### config.mk
export PLATFORM = sky130hd
export DESIGN_NAME = oe_lock_qualifier
export DESIGN_NICKNAME = d
export VERILOG_FILES = /design/src/rtl/oelq_pkg.sv /design/src/rtl/oelq_mode_reg.sv /design/src/rtl/oelq_cycle_counter.sv /design/src/rtl/oelq_enable_policy.sv /design/src/rtl/oe_lock_qualifier.sv
export SDC_FILE = /design/constraint.sdc
export NUM_CORES = 1
export LEC_CHECK = 0
export BUFFER_PORTS_ARGS = -buffer_cell sky130_fd_sc_hd__buf_2
export CAP_MARGIN = 10
export CORE_UTILIZATION = 40
export CTS_CLUSTER_SIZE = 8
export DETAILED_ROUTE_END_ITERATION = 6
export PLACE_DENSITY_LB_ADDON = 0.05
export SYNTH_ARGS = -nofsm -noshare
export SYNTH_HDL_FRONTEND = slang
export SYNTH_SLANG_ARGS = --single-unit
### constraint.sdc
create_clock -name clk -period 3 [get_ports clk]
set_input_delay 0.3 -clock clk [delete_from_list [all_inputs] [get_ports clk]]
set_output_delay 0.3 -clock clk [all_outputs]
set_load 0.02 [all_outputs]
### src/rtl/oelq_pkg.sv
package oelq_pkg;
  typedef enum logic [1:0] {
    MODE_SHORT   = 2'b00,
    MODE_LONG    = 2'b01,
    MODE_LOCKED  = 2'b10,
    MODE_PRESENT = 2'b11
  } oe_mode_e;
endpackage

### src/rtl/oelq_mode_reg.sv
module oelq_mode_reg
  import oelq_pkg::*;
(
  input  logic       clk,
  input  logic       pwdn_n,
  input  logic       wr,
  input  logic [1:0] wdata,
  output oe_mode_e   mode
);
  always_ff @(posedge clk or negedge pwdn_n) begin
    if (!pwdn_n)  mode <= MODE_SHORT;
    else if (wr)  mode <= oe_mode_e'(wdata);
  end
endmodule

### src/rtl/oelq_cycle_counter.sv
module oelq_cycle_counter #(
  parameter int CW = 12
) (
  input  logic          clk,
  input  logic          pwdn_n,
  input  logic          clear,
  input  logic [CW-1:0] limit,
  output logic          reached
);
  logic [CW-1:0] cnt;

  always_ff @(posedge clk or negedge pwdn_n) begin
    if (!pwdn_n)           cnt <= '0;
    else if (clear)        cnt <= '0;
    else if (cnt < limit)  cnt <= cnt + 1'b1;
  end

  assign reached = (cnt >= limit);
endmodule

### src/rtl/oelq_enable_policy.sv
module oelq_enable_policy
  import oelq_pkg::*;
#(
  parameter int SHORT_WAIT = 1024,
  parameter int LONG_WAIT  = 2048,
  parameter int CW         = 12
) (
  input  oe_mode_e      mode,
  input  logic          pwdn_n,
  input  logic          clk_present,
  input  logic          pll_locked,
  input  logic          reached,
  output logic          clear,
  output logic [CW-1:0] limit,
  output logic          drv_en
);
  logic lock_ok;

  always_comb begin
    lock_ok = (mode != MODE_LOCKED) || pll_locked;
    clear   = !clk_present || !lock_ok;
    limit   = (mode == MODE_LONG) ? CW'(LONG_WAIT) : CW'(SHORT_WAIT);
    drv_en  = pwdn_n && clk_present &&
              ((mode == MODE_PRESENT) || (reached && lock_ok));
  end
endmodule

### src/rtl/oe_lock_qualifier.sv
module oe_lock_qualifier
  import oelq_pkg::*;
#(
  parameter int SHORT_WAIT = 1024,
  parameter int LONG_WAIT  = 2048
) (
  input  logic       clk,
  input  logic       pwdn_n,
  input  logic       clk_present,
  input  logic       pll_locked,
  input  logic       cfg_wr,
  input  logic [1:0] cfg_mode,
  output logic       drv_en
);
  localparam int WAIT_MAX = (LONG_WAIT > SHORT_WAIT) ? LONG_WAIT : SHORT_WAIT;
  localparam int CW       = $clog2(WAIT_MAX + 1);

  oe_mode_e      mode_q;
  logic          cnt_clear;
  logic          cnt_reached;
  logic [CW-1:0] cnt_limit;

  oelq_mode_reg u_mode (
    .clk   (clk),
    .pwdn_n(pwdn_n),
    .wr    (cfg_wr),
    .wdata (cfg_mode),
    .mode  (mode_q)
  );

  oelq_cycle_counter #(.CW(CW)) u_cnt (
    .clk    (clk),
    .pwdn_n (pwdn_n),
    .clear  (cnt_clear),
    .limit  (cnt_limit),
    .reached(cnt_reached)
  );

  oelq_enable_policy #(
    .SHORT_WAIT(SHORT_WAIT),
    .LONG_WAIT (LONG_WAIT),
    .CW        (CW)
  ) u_pol (
    .mode       (mode_q),
    .pwdn_n     (pwdn_n),
    .clk_present(clk_present),
    .pll_locked (pll_locked),
    .reached    (cnt_reached),
    .clear      (cnt_clear),
    .limit      (cnt_limit),
    .drv_en     (drv_en)
  );
endmodule

==> out/results.ini <==
[clocking]
cts_max_level = 1
cts.path.max_buffers = 2
cts_tree = yes
cts_sinks = 14
post_cts_buffers = 0
numCtsBuffers = 3
clock-root-buffer = clkbuf_4
cts_resized = 0
cts.clk_slew.worst_paths_ns = 0.08
clk_latency_ns = 0.27
holdBufCountCts = 1

[drt]
drc_errors = 0
postRouteAntennaNets = 0
viasPerCell = 5.101
wl_um = 1430
vias = 607
drt_first_pass_iters = 4
drtIter0Drc = 7
avgRoutedWirePerCell_um = 12.02

[worst_setup_path]
critPathKind = register to primary output
r2r_start = u_mode.mode[1]$_DFFE_PN0P_
crit_path_end = drv_en
path_cells = nand2b_1 > ha_1 > nor2b_1 > nor2_1 > a31oi_1 > buf_2
startpoint = u_mode.mode[1]$_DFFE_PN0P_
worst-path-max-fanout = 6
reg2reg_depth = 6
r2r_slack_ns = 0.91
crit_path_top_delay_cell = nor2b_1
critPathMaxStageDelay_ns = 0.44
crit_path_start_kind = register
critical_path.endpoint_type = primary output
critPathArrivalTime_ns = 2.12
r2r_end = u_cnt.cnt[10]$_DFFE_PN0P_
cp.required_ns = 2.70

[placed_design]
dp_hpwl_um = 1099
placed_area_um2 = 878.3
io_buffer_count = 7
routabilityCongestion = 0.7828

[cells_and_area]
postLayoutCellArea_um2 = 910.9
final_common_cell = dfrtp_1
drive_above_1_share_pct = 17.02
final_nets = 107
utilization_pct = 50.03
layout_common_cells = dfrtp_1, nor2_1, nand2_1
n_antenna_cell = 0
syn_to_final_growth_pct = 11.66

[floorplanning]
start_util_pct = 44.81
dieWidth_um = 47.16
die_y_um = 47.16
fp-row-count = 15
io_pins = 8
core_mm2 = 0.001821
dieArea_mm2 = 0.002224

[pwr]
combPwrFrac_pct = 15.1
p_leak_uw = 0.0003870
peakVddDrop_uv = 258.9
internal_power_uw = 266.9
switching_power_uw = 96.84
power_per_cell_area_mw_per_mm2 = 399.3
seqPwrFrac_pct = 56.6
switching_share_pct = 26.63
power_frac_clock_pct = 28.4

[yosys]
syn_avg_cell_area_um2 = 9.712
synth_area_leaders = dfrtp_1, ha_1, xnor2_1, nor2_1, mux2_2
synthDistinctLibCells = 28
syn_nets = 95
synthCells = 84
seq_area_frac_synth_pct = 42.94
synth_top_area_share_pct = 42.94
yosysTopAreaCell = dfrtp_1
synth_warnings = 0
syn-cell-area_um2 = 815.8
ys_ff_latch = 14

[hold_path]
hold_path_class = primary input to register

[sta]
tns_ns = 0
fin_skew_ns = 0.002639
fin_crit_sh_pct = 80.65
clock.fmax_mhz = 413.3
worst_pin_slew_ns = 0.5084
relSlewSlack_pct = 66.04
hold_viol = 0
fin_crit_ns = 2.420
rsz0062_at_grt = no
slew_violations = 0
setup_violations = 0
holdWs_ns = 0.2591

[grt]
antenna_found_initial = 0
grt_max_degree = 16
grt_usage_pct = 15.84
gr-total-overflow = 0
grt_pass1_wl_um = 2408
grt_pass1_vias = 557

[outcome]
status = completed

[job]
cap_viol_max_count = 0

-- cell families (layout without fill, tap and decap cells) --
| family | after synthesis | in the layout | share of synthesized area, % |
|---|---|---|---|
| AO/OA/AOI/OAI | 6 | 6 | 4.448 |
| XOR/XNOR | 7 | 7 | 7.515 |
| adder cells (fa/ha/maj) | 4 | 4 | 6.135 |
| buffers and inverters | 5 | 15 | 2.300 |
| flip-flops | 14 | 14 | 42.95 |
| multiplexers | 4 | 4 | 5.368 |
| AND/OR/NAND/NOR | 44 | 44 | 31.29 |
-- cells in the mapped netlist, drive strengths merged --
master / number
nand4: 5
inv: 4
dfrtp: 14
nand4b: 1
nor3b: 1
nor2: 11
a21oi: 2
a211o: 1
xnor2: 5
a31oi: 1
nor2b: 3
or3: 1
clkbuf: 1
nand3: 2
and4b: 1
nand2b: 4
nand2: 8
and2: 1
xor2: 2
ha: 4
nor3: 2
and4: 1
o21ai: 2
nor4: 2
mux2: 3
nor4b: 1
mux2i: 1
-- area by class of cell --
class                   instances  area (um^2)
well taps                      25        31.28
clock buffers                   3        22.52
inverters                       4        15.01
flip-flops and latches         14        350.3
repair buffers                  8        45.04
multi-input cells              65        446.7
fillers                       190        909.6
-- critical path, delay by kind of cell, from the launching register on --
| kind | cells | cell delay, ns |
|---|---|---|
| compound gates | 1 | 0.19 |
| fa+ha+maj | 1 | 0.31 |
| buf+inv | 1 | 0.18 |
| flops | 1 | 0.40 |
| simple gates | 3 | 0.77 |
-- worst min path at each step --
stage / endpoint / depth (start not counted) / slack, ns / from
6_report: u_mode.mode[1]$_DFFE_PN0P_ / 2 / 0.26 / cfg_mode[1]
2_1_floorplan: u_cnt.cnt[0]$_DFFE_PN0P_ / 0 / 0.004 / pwdn_n
4_1_cts: u_mode.mode[1]$_DFFE_PN0P_ / 2 / 0.25 / cfg_mode[1]
5_1_grt: u_mode.mode[0]$_DFFE_PN0P_ / 2 / 0.25 / cfg_mode[0]
3_5_place_dp: u_cnt.cnt[6]$_DFFE_PN0P_ / 1 / 0.22 / pwdn_n
3_3_place_gp: u_cnt.cnt[7]$_DFFE_PN0P_ / 1 / 0.22 / pwdn_n
-- state kept, by name, indices dropped and copies added, names as in the netlist --
| register | flops |
|---|---|
| u_cnt.cnt | 12 |
| u_mode.mode | 2 |
-- routing by layer --
metal / global-route usage, % / vias up / part of all wire, % / wire [um]
li1: - / 314 / - / -
met1: 22.57 / 285 / 51 / 733
met2: 23.06 / 6 / 46 / 655
met3: 4.615 / 2 / 2.4 / 34
met4: 5.143 / 0 / 0.42 / 6
met5: 0 / - / 0 / 0
-- power by group through the flow --
stage / clock network, uW / logic [uW] / registers (uW)
final: 103 / 54.7 / 206
after detailed placement: 0 / 55.0 / 210
after global routing: 118 / 64.9 / 208
after CTS: 108 / 56.5 / 206
after global placement: 0 / 55.3 / 210
after floorplan: 0 / 39.0 / 208
-- through the flow --
step	std cells	setup slack, ns	power [uW]
6_report	119	0.5805	363.7
4_1_cts	119	0.5738	370.6
3_3_place_gp	115	0.9287	265.1
3_5_place_dp	115	0.8879	264.9
2_1_floorplan	84	0.9392	246.9
5_1_grt	119	0.4389	390.2
Note: power is estimated with default switching activity, not from simulation.
